## src/rtl/ramdec_pkg.sv

```systemverilog
package ramdec_pkg;
    parameter int ADDR_W     = 16;
    parameter int DATA_W     = 8;
    parameter int PAGE_W     = 4;
    parameter int OFFS_W     = 8;
    parameter int WIN_CYCLES = 64;
    parameter logic [ADDR_W-1:0] MAP_ADDR = 16'h1F3D;

    localparam int WIN_CNT_W = $clog2(WIN_CYCLES + 1);
    localparam int GAP_W     = ADDR_W - PAGE_W - OFFS_W;

    typedef struct packed {
        logic              wr;
        logic              rd;
        logic [ADDR_W-1:0] addr;
        logic [DATA_W-1:0] wdata;
    } bus_req_t;

    typedef enum logic [1:0] {
        SEL_NONE = 2'd0,
        SEL_RAM  = 2'd1,
        SEL_MAP  = 2'd2
    } sel_e;

    function automatic logic page_hit(input logic [ADDR_W-1:0] a,
                                      input logic [PAGE_W-1:0] page);
        return (a[ADDR_W-1 -: PAGE_W] == page) &&
               (a[ADDR_W-PAGE_W-1 -: GAP_W] == '0);
    endfunction
endpackage

```

## src/rtl/ramdec_window.sv

```systemverilog
module ramdec_window
    import ramdec_pkg::*;
(
    input  logic clk,
    input  logic rst,
    input  logic run,
    output logic win_open
);
    logic [WIN_CNT_W-1:0] cnt_q;

    always_ff @(posedge clk) begin
        if (rst)
            cnt_q <= '0;
        else if (run && (cnt_q < WIN_CNT_W'(WIN_CYCLES)))
            cnt_q <= cnt_q + 1'b1;
    end

    assign win_open = (cnt_q < WIN_CNT_W'(WIN_CYCLES));

    // once closed, the window stays closed until reset
    assert_window_latched_R5: assert property (@(posedge clk) disable iff (rst)
        !win_open |=> !win_open);
    // a stopped clock does not advance the window
    assert_window_frozen_R8: assert property (@(posedge clk) disable iff (rst)
        !run |=> $stable(cnt_q));
    // counter saturates
    assert_window_sat_R5: assert property (@(posedge clk) disable iff (rst)
        cnt_q <= WIN_CNT_W'(WIN_CYCLES));
endmodule

```

## src/rtl/ramdec_decode.sv

```systemverilog
module ramdec_decode
    import ramdec_pkg::*;
(
    input  bus_req_t           req,
    input  logic [PAGE_W-1:0]  page,
    output sel_e               sel,
    output logic [OFFS_W-1:0]  offset
);
    always_comb begin
        if (req.addr == MAP_ADDR)
            sel = SEL_MAP;
        else if (page_hit(req.addr, page))
            sel = SEL_RAM;
        else
            sel = SEL_NONE;
    end

    assign offset = req.addr[OFFS_W-1:0];
endmodule

```

## src/rtl/ramdec_map_reg.sv

```systemverilog
module ramdec_map_reg
    import ramdec_pkg::*;
(
    input  logic              clk,
    input  logic              rst,
    input  logic              run,
    input  logic              special_mode,
    input  logic              win_open,
    input  logic              wr_req,
    input  logic [DATA_W-1:0] wdata,
    output logic [DATA_W-1:0] map_q
);
    logic accept;
    assign accept = run && wr_req && (special_mode || win_open);

    always_ff @(posedge clk) begin
        if (rst)
            map_q <= '0;
        else if (accept)
            map_q <= wdata;
    end

    // reset clears the mapping
    assert_map_reset_R1: assert property (@(posedge clk)
        rst |=> (map_q == '0));
    // normal mode with closed window leaves mapping untouched
    assert_map_locked_R5: assert property (@(posedge clk) disable iff (rst)
        (!special_mode && !win_open) |=> $stable(map_q));
    // frozen while the clock is stopped
    assert_map_frozen_R8: assert property (@(posedge clk) disable iff (rst)
        !run |=> $stable(map_q));
endmodule

```

## src/rtl/ramdec_ram_array.sv

```systemverilog
module ramdec_ram_array
    import ramdec_pkg::*;
(
    input  logic              clk,
    input  logic              we,
    input  logic              re,
    input  logic [OFFS_W-1:0] offset,
    input  logic [DATA_W-1:0] wdata,
    output logic [DATA_W-1:0] rdata
);
    localparam int DEPTH = 1 << OFFS_W;

    logic [DATA_W-1:0] mem [DEPTH];

    always_ff @(posedge clk) begin
        if (we)
            mem[offset] <= wdata;
        if (re)
            rdata <= mem[offset];
    end
endmodule

```

## src/rtl/reloc_ram_decoder.sv

```systemverilog
module reloc_ram_decoder
    import ramdec_pkg::*;
(
    input  logic              clk,
    input  logic              rst,
    input  logic              special_mode,
    input  logic              stop_clk,
    input  logic [ADDR_W-1:0] bus_addr,
    input  logic [DATA_W-1:0] bus_wdata,
    input  logic              bus_rd,
    input  logic              bus_wr,
    output logic [DATA_W-1:0] bus_rdata
);
    bus_req_t          req;
    sel_e              sel, sel_q;
    logic              run, win_open;
    logic [OFFS_W-1:0] offset;
    logic [DATA_W-1:0] map_q, map_rd_q, ram_q;

    assign run = !stop_clk;
    assign req = '{wr: bus_wr, rd: bus_rd, addr: bus_addr, wdata: bus_wdata};

    ramdec_window u_window (
        .clk      (clk),
        .rst      (rst),
        .run      (run),
        .win_open (win_open)
    );

    // decode uses the mapping in force before any update this cycle
    ramdec_decode u_decode (
        .req    (req),
        .page   (map_q[DATA_W-1 -: PAGE_W]),
        .sel    (sel),
        .offset (offset)
    );

    ramdec_map_reg u_map (
        .clk          (clk),
        .rst          (rst),
        .run          (run),
        .special_mode (special_mode),
        .win_open     (win_open),
        .wr_req       (req.wr && (sel == SEL_MAP)),
        .wdata        (req.wdata),
        .map_q        (map_q)
    );

    ramdec_ram_array u_ram (
        .clk    (clk),
        .we     (run && req.wr && (sel == SEL_RAM)),
        .re     (run && req.rd && (sel == SEL_RAM)),
        .offset (offset),
        .wdata  (req.wdata),
        .rdata  (ram_q)
    );

    always_ff @(posedge clk) begin
        if (rst) begin
            sel_q    <= SEL_NONE;
            map_rd_q <= '0;
        end else if (run && req.rd) begin
            sel_q    <= sel;
            map_rd_q <= map_q;
        end
    end

    always_comb begin
        unique case (sel_q)
            SEL_RAM: bus_rdata = ram_q;
            SEL_MAP: bus_rdata = map_rd_q;
            default: bus_rdata = '0;
        endcase
    end

    // a missed read returns zero
    assert_rdata_miss_R3: assert property (@(posedge clk) disable iff (rst)
        (run && req.rd && (sel == SEL_NONE)) |=> (bus_rdata == '0));
    // read data holds when no read is accepted
    assert_rdata_hold_R9: assert property (@(posedge clk) disable iff (rst)
        !(run && req.rd) |=> $stable(bus_rdata));
    // mapping read returns the register value
    assert_map_read_R7: assert property (@(posedge clk) disable iff (rst)
        (run && req.rd && (sel == SEL_MAP)) |=> (bus_rdata == $past(map_q)));
endmodule

```

## config.mk

```make
export PLATFORM = sky130hd
export DESIGN_NAME = reloc_ram_decoder
export DESIGN_NICKNAME = d
export VERILOG_FILES = /design/src/rtl/ramdec_pkg.sv /design/src/rtl/ramdec_window.sv /design/src/rtl/ramdec_decode.sv /design/src/rtl/ramdec_map_reg.sv /design/src/rtl/ramdec_ram_array.sv /design/src/rtl/reloc_ram_decoder.sv
export SDC_FILE = /design/constraint.sdc
export NUM_CORES = 2
export LEC_CHECK = 0
export BUFFER_PORTS_ARGS = -buffer_cell sky130_fd_sc_hd__buf_2
export CAP_MARGIN = 10
export CORE_MARGIN = 2
export CORE_UTILIZATION = 52
export DETAILED_ROUTE_END_ITERATION = 6
export GPL_TIMING_DRIVEN = 0
export HOLD_SLACK_MARGIN = 0.05
export PLACE_DENSITY_LB_ADDON = 0.12
export SLEW_MARGIN = 40
export SYNTH_ARGS = -nofsm -noshare
export SYNTH_HDL_FRONTEND = slang
export SYNTH_HIERARCHICAL = 1
export SYNTH_SLANG_ARGS = --single-unit
```

## constraint.sdc

```tcl
create_clock -name clk -period 5.3 [get_ports clk]
set_clock_uncertainty 0.2 [all_clocks]
set_input_delay 0.265 -clock clk [delete_from_list [all_inputs] [get_ports clk]]
set_output_delay 0.265 -clock clk [all_outputs]
set_load 0.05 [all_outputs]
```

Word-level counts from Yosys, hierarchy flattened
Memories as Yosys holds them, arrays and structs flattened. A register that Yosys moved wholly into a read port is not among the register bits.
Cells that the tools add are included.
W data, S select, Z words.
- register bits: 25
- memory bits (writable): 2048
- bits of input ports: 30
- output and inout bits: 8
- memories: 1
- add/sub/neg operators: 1
- order comparisons: 1
- equal/unequal tests: 6
- muxes and demuxes: 5
- reductions and logical operators: 12
- memory list (memory ; words ; width ; read ports ; clocked after memory_dff ; write ports ; line ; RTL):
    u_ram.mem ; 256 ; 8 ; 1 ; 1 ; 1 ; ramdec_ram_array.sv:13 ; logic [DATA_W-1:0] mem [DEPTH];
- operators by type and width (cell ; number):
    $eq A16 B13 Y1 const B ; 1
    $pmux W8 S2 ; 1
    $logic_and A1 B1 Y1 ; 9
    $add A7 B1 Y7 const B ; 1
    $lt A7 B7 Y1 const B ; 1
    $eq A2 B1 Y1 const B ; 2
    $eq A2 B2 Y1 const B ; 2
    $eq A4 B4 Y1 ; 1
    $logic_not A4 Y1 ; 1
    $mux W1 ; 3
    $mux W2 ; 1
    $logic_not A1 Y1 ; 1
    $logic_or A1 B1 Y1 ; 1

Depth between registers and ports, before layout
- depth after elaboration: 8
- depth in mapped cells: 11
- depth with buffers taken out: 8

Modules after synthesis
Netlist, hierarchy kept.
- by module, submodules not included (module ; times used ; cells an instance ; area an instance (um^2) ; seq. area each (um^2)):
    ramdec_ram_array ; 1 ; 3547 ; 78572.9 ; 61739.2
    reloc_ram_decoder ; 1 ; 72 ; 640.6 ; 200.2
    ramdec_map_reg ; 1 ; 35 ; 365.4 ; 160.2
    ramdec_window ; 1 ; 33 ; 320.3 ; 140.1
    ramdec_decode ; 1 ; 22 ; 163.9 ; 0.0

Least setup slack after synthesis
No wires, ideal clock.
- kind: in2reg
- from: in bus_addr[8]
- to: mem u_ram.mem[157][0], enable pin
- data arrival time: 2.658 ns
- required time: 4.717 ns
- slack: 2.058 ns
- stages: 8
- buffers on the path: 2
- cells stage by stage: nor4_2 -> nand2_1 -> nor4_2 -> nor4bb_2 -> buf_1 -> nand3_1 -> clkbuf_1 -> nor3_1
- word-level cells in the longest chain between the ends: 8
- elaborated cells on any way between the ends: 9
- ends and longest elaborated chain (item ; line ; RTL):
    start: declaration ; reloc_ram_decoder.sv:8 ; input logic [ADDR_W-1:0] bus_addr,
    $logic_not A4 Y1 ; ramdec_pkg.sv:28 ; (a[ADDR_W-PAGE_W-1 -: GAP_W] == '0);
    $logic_and A1 B1 Y1 ; ramdec_pkg.sv:27 ; return (a[ADDR_W-1 -: PAGE_W] == page) &&
    $mux W1 ; ramdec_decode.sv:12 ; else if (page_hit(req.addr, page))
    $mux W2 * ; ramdec_decode.sv:10 ; if (req.addr == MAP_ADDR)
    net sel[0] ; reloc_ram_decoder.sv:15 ; sel_e sel, sel_q;
    $eq A2 B1 Y1 * ; reloc_ram_decoder.sv:51 ; .we (run && req.wr && (sel == SEL_RAM)),
    $logic_and A1 B1 Y1 * ; reloc_ram_decoder.sv:51 ;
    $mux W1 * ; ramdec_ram_array.sv:16 ; if (we)
    $mux W1 (not written as such) * ; ramdec_ram_array.sv:17 ; mem[offset] <= wdata;
    end: declaration ; ramdec_ram_array.sv:13 ;
The timed path passes the listed nets; every way through them passes the cells marked *.

Worst setup path in the final report
- from: in bus_addr[10]
- to: mem u_ram.mem[240][0], enable pin
Same word-level chain as after synthesis.

==> impl_metrics.tcl <==
set metrics [dict create \
    regToRegSetupSlack_ns 0.37 \
    core-area_um2 152000 \
    clock_sink_count 2081 \
    synth_top_area_cell "edfxtp_1" \
    grt_usage_pct 27.7 \
    path_clk_slew_ns 0.06 \
    h-tree-depth 4 \
    end_kind "flop" \
    seq_area_frac_synth_pct 77.7 \
    io_buffer_count 37 \
    status "finished, final reports clean" \
    synth_nets 3742 \
    ff_latch_area_um2 62200 \
    start_util_pct 52.5 \
    vias_per_cell 6.49 \
    relSlewSlack_pct 36.3 \
    gp_congestion 0.889 \
    final_hold_viol_count 0 \
    p_leak_nw 27.7 \
    period_share_pct 98.1 \
    holdPathStages 2 \
    worstSkewPairLatency_ns 0.81 \
    ys.flop_type "edfxtp_1" \
    r2r.worst_path.cells 8 \
    fillCellCount 10900 \
    syn-cell-area_um2 80100 \
    fmax_mhz 192 \
    numCtsBuffers 206 \
    cts_tree "yes" \
    worst-slew-pin-transition_ns 0.945 \
    num-nets-final 4049 \
    post-route-util_pct 59.6 \
    overflow 0 \
    slew_violations 0 \
    grt_max_degree 97 \
    cts_buffer_depth 3 \
    multi_input_area_um2 17100 \
    syn2layout_area_growth_pct 13.5 \
    yosysUniqueCellTypes 39 \
    ys_ff_latch 2081 \
    hp-start "bus_wdata[6]" \
    synthTopCellsByArea "edfxtp_1, mux4_2, a22oi_1" \
    crit_arrival_ns 5.44 \
    ir_drop_mv 0.295 \
    p_per_area_nw_per_um2 370 \
    antenna_found_initial 5 \
    drc 0 \
    grt_pass1_wl_mm 302 \
    vias 40400 \
    rr_startpoint "u_map/map_q[4]$_SDFFE_PP0P_" \
    rsz0062_at_grt "no" \
    synth-async-reset-ratio_pct 0 \
    ios 38 \
    synth_top_area_share_pct 77.1 \
    avgSynthCellArea_um2 21.6 \
    rows 143 \
    setup_slack_ns 0.102 \
    crit_type "in2reg" \
    ys_warn_count 6 \
    firstDrtPassIters 6 \
    grt_pass1_vias 39900 \
    worstHoldEndpoint "u_ram/mem[80][6]$_DFFE_PP_" \
    rr_endpoint "u_ram/mem[240][0]$_DFFE_PP_" \
    worst-path-max-fanout 10 \
    start_kind "input pin" \
    setup_viol 0 \
    cp.required_ns 5.54 \
    postCtsResizedCells 0 \
    drive_above_1_share_pct 26.6 \
    synth_edf_count 2056 \
    post-route-min-period_ns 5.20 \
    root_buffer "clkbuf_16" \
    drtAntennaViolNets 0 \
    die_w_um 396 \
    maxCapViolCount 0 \
    syn_inst 3709 \
    wl_per_cell_um 34.7 \
    drt_wl_total_mm 216 \
    holdWs_ns 0.157 \
    dieArea_um2 157000 \
    die_h_um 396 \
    hp-class "in2reg" \
    pre_cts_slack_ns -0.0123 \
    drt-initial-drc-count 5059 \
    dpl.hpwl_mm 142 \
]
power breakdown:
part	switching, W	total [W]	leakage (nW)	internal [W]
combinational	0.00110	0.00167	5.87	0.000565
sequential	0.00000200	0.0181	18.7	0.0181
clock	0.00609	0.0139	3.13	0.00780
cell usage after synthesis (4+ instances only):
library cell  number
nand2_1           30
xor2_1             4
nand2b_1          30
a21oi_1          129
buf_1             20
nor3_1            31
o41ai_1           32
o21ai_0            8
a22oi_1          264
mux4_2           512
buf_6             18
inv_1              5
buf_4             25
nand4_1           14
buf_2             39
mux2i_1            9
nand3_1           14
nand4bb_1         10
dfxtp_1           25
nor2b_1           11
clkbuf_1         147
nor2_1           249
edfxtp_1        2056
kinds of logic (layout without fill, tap and decap cells):
kind of cell / count (synthesis) / in the layout / share of synthesized area (%)
DFF: 2081 / 2081 / 77.7
muxes: 524 / 524 / 14.6
AOI/OAI and AO/OA: 436 / 436 / 3.73
and+or+nand+nor: 403 / 403 / 2.32
buffers and inverters: 256 / 740 / 1.55
xor gates and xnor gates: 6 / 6 / 0.0656
adders and majority gates: 3 / 3 / 0.0469
other: 0 / 4 / 0
registers in the layout, summed over array words and instances (netlist names):
name,cells
u_map/map_q,8
u_ram/rdata,8
sel_q,2
map_rd_q,8
u_ram/mem,2048
u_window/cnt_q,7
what timing repair did:
item	CTS	global route
buffers inserted	0	0
hold buffers	22	0
endpoints found under the hold margin	1568	0
cells in the final DEF, fill, tap and decap left out, types with 4 or more instances in the layout:
cell type / synthesis / layout
clkbuf_2: 2 / 23
clkbuf_4: 0 / 15
nand4_1: 14 / 14
nor3_2: 0 / 23
buf_6: 18 / 18
buf_1: 20 / 15
inv_1: 5 / 5
nand4bb_1: 10 / 10
a21oi_1: 129 / 124
nand3_1: 14 / 14
buf_16: 0 / 26
clkinv_8: 0 / 5
clkinv_1: 0 / 61
o21ai_0: 8 / 8
clkbuf_16: 0 / 210
o41ai_2: 0 / 8
dlygate4sd3_1: 0 / 22
nor2_1: 249 / 171
bufinv_16: 0 / 10
buf_4: 25 / 32
o41ai_1: 32 / 24
buf_8: 0 / 8
inv_6: 0 / 5
diode_2: 0 / 4
mux4_2: 512 / 512
mux2i_1: 9 / 9
clkinv_2: 0 / 34
xor2_1: 4 / 4
nand2b_1: 30 / 30
edfxtp_1: 2056 / 2056
buf_2: 39 / 78
a22oi_1: 264 / 264
clkbuf_8: 0 / 4
clkbuf_1: 147 / 162
a21oi_2: 0 / 5
dfxtp_1: 25 / 25
nor2b_1: 11 / 11
nor3_4: 0 / 7
nand2_1: 30 / 30
nor2_2: 0 / 78
routing by layer:
layer,part of all wire (%),up-vias,routed length [um],GRT usage (%)
li1,-,16300,-,-
met1,39,21700,85000,39.5
met2,47,2016,103000,43.1
met3,9.5,386,20600,5.75
met4,3.7,2,7970,9.85
met5,0.0051,-,11,0
worst max-delay path, stage by stage:
cell and delay (ns):
dlygate4sd3_1 0.54, buf_2 0.13, nor4_2 0.11, dlygate4sd3_1 0.58, nand2_1 0.06, nor4_2 0.45, nor4bb_4 0.77, buf_1 0.43
nand3_1 0.67, clkbuf_4 0.62, nor2_1 0.76
worst max path at each step:
stage,start,endpoint,slack [ns],cells past startpoint
5_1_grt,bus_addr[10],u_ram/mem[224][1]$_DFFE_PP_,0.09,11
3_3_place_gp,bus_addr[3],u_ram/mem[44][1]$_DFFE_PP_,-1.47,10
6_report,bus_addr[10],u_ram/mem[240][0]$_DFFE_PP_,0.10,11
2_1_floorplan,bus_addr[8],u_ram/mem[157][0]$_DFFE_PP_,2.06,8
3_5_place_dp,bus_addr[3],u_ram/mem[48][5]$_DFFE_PP_,-0.01,10
4_1_cts,bus_addr[10],u_ram/mem[64][1]$_DFFE_PP_,0.38,11
final cells by class:
type                       instances  area share [%]
antenna                            4          0.0110
buffer                           251            1.44
clock buffer                     264            6.05
clock inverter                   121           0.989
inverter                           5          0.0207
multi-input combinational       1372            18.8
sequential                      2081            68.5
tap                             2030            2.79
timing repair buffer              99            1.43
metrics by stage:
| step | TNS [ns] | instances | power, W | instance area [um^2] |
|---|---|---|---|---|
| detailed placement | -0.131 | 5815 | 0.0201 | 84100 |
| floorplan | 0 | 3709 | 0.0192 | 80100 |
| CTS | 0 | 6222 | 0.0338 | 90700 |
| global route | 0 | 6223 | 0.0345 | 90900 |
| global placement | -1187.95 | 5776 | 0.0200 | 82800 |
| finish | 0 | 6227 | 0.0336 | 90900 |
Note: power is estimated with default switching activity, not from simulation.
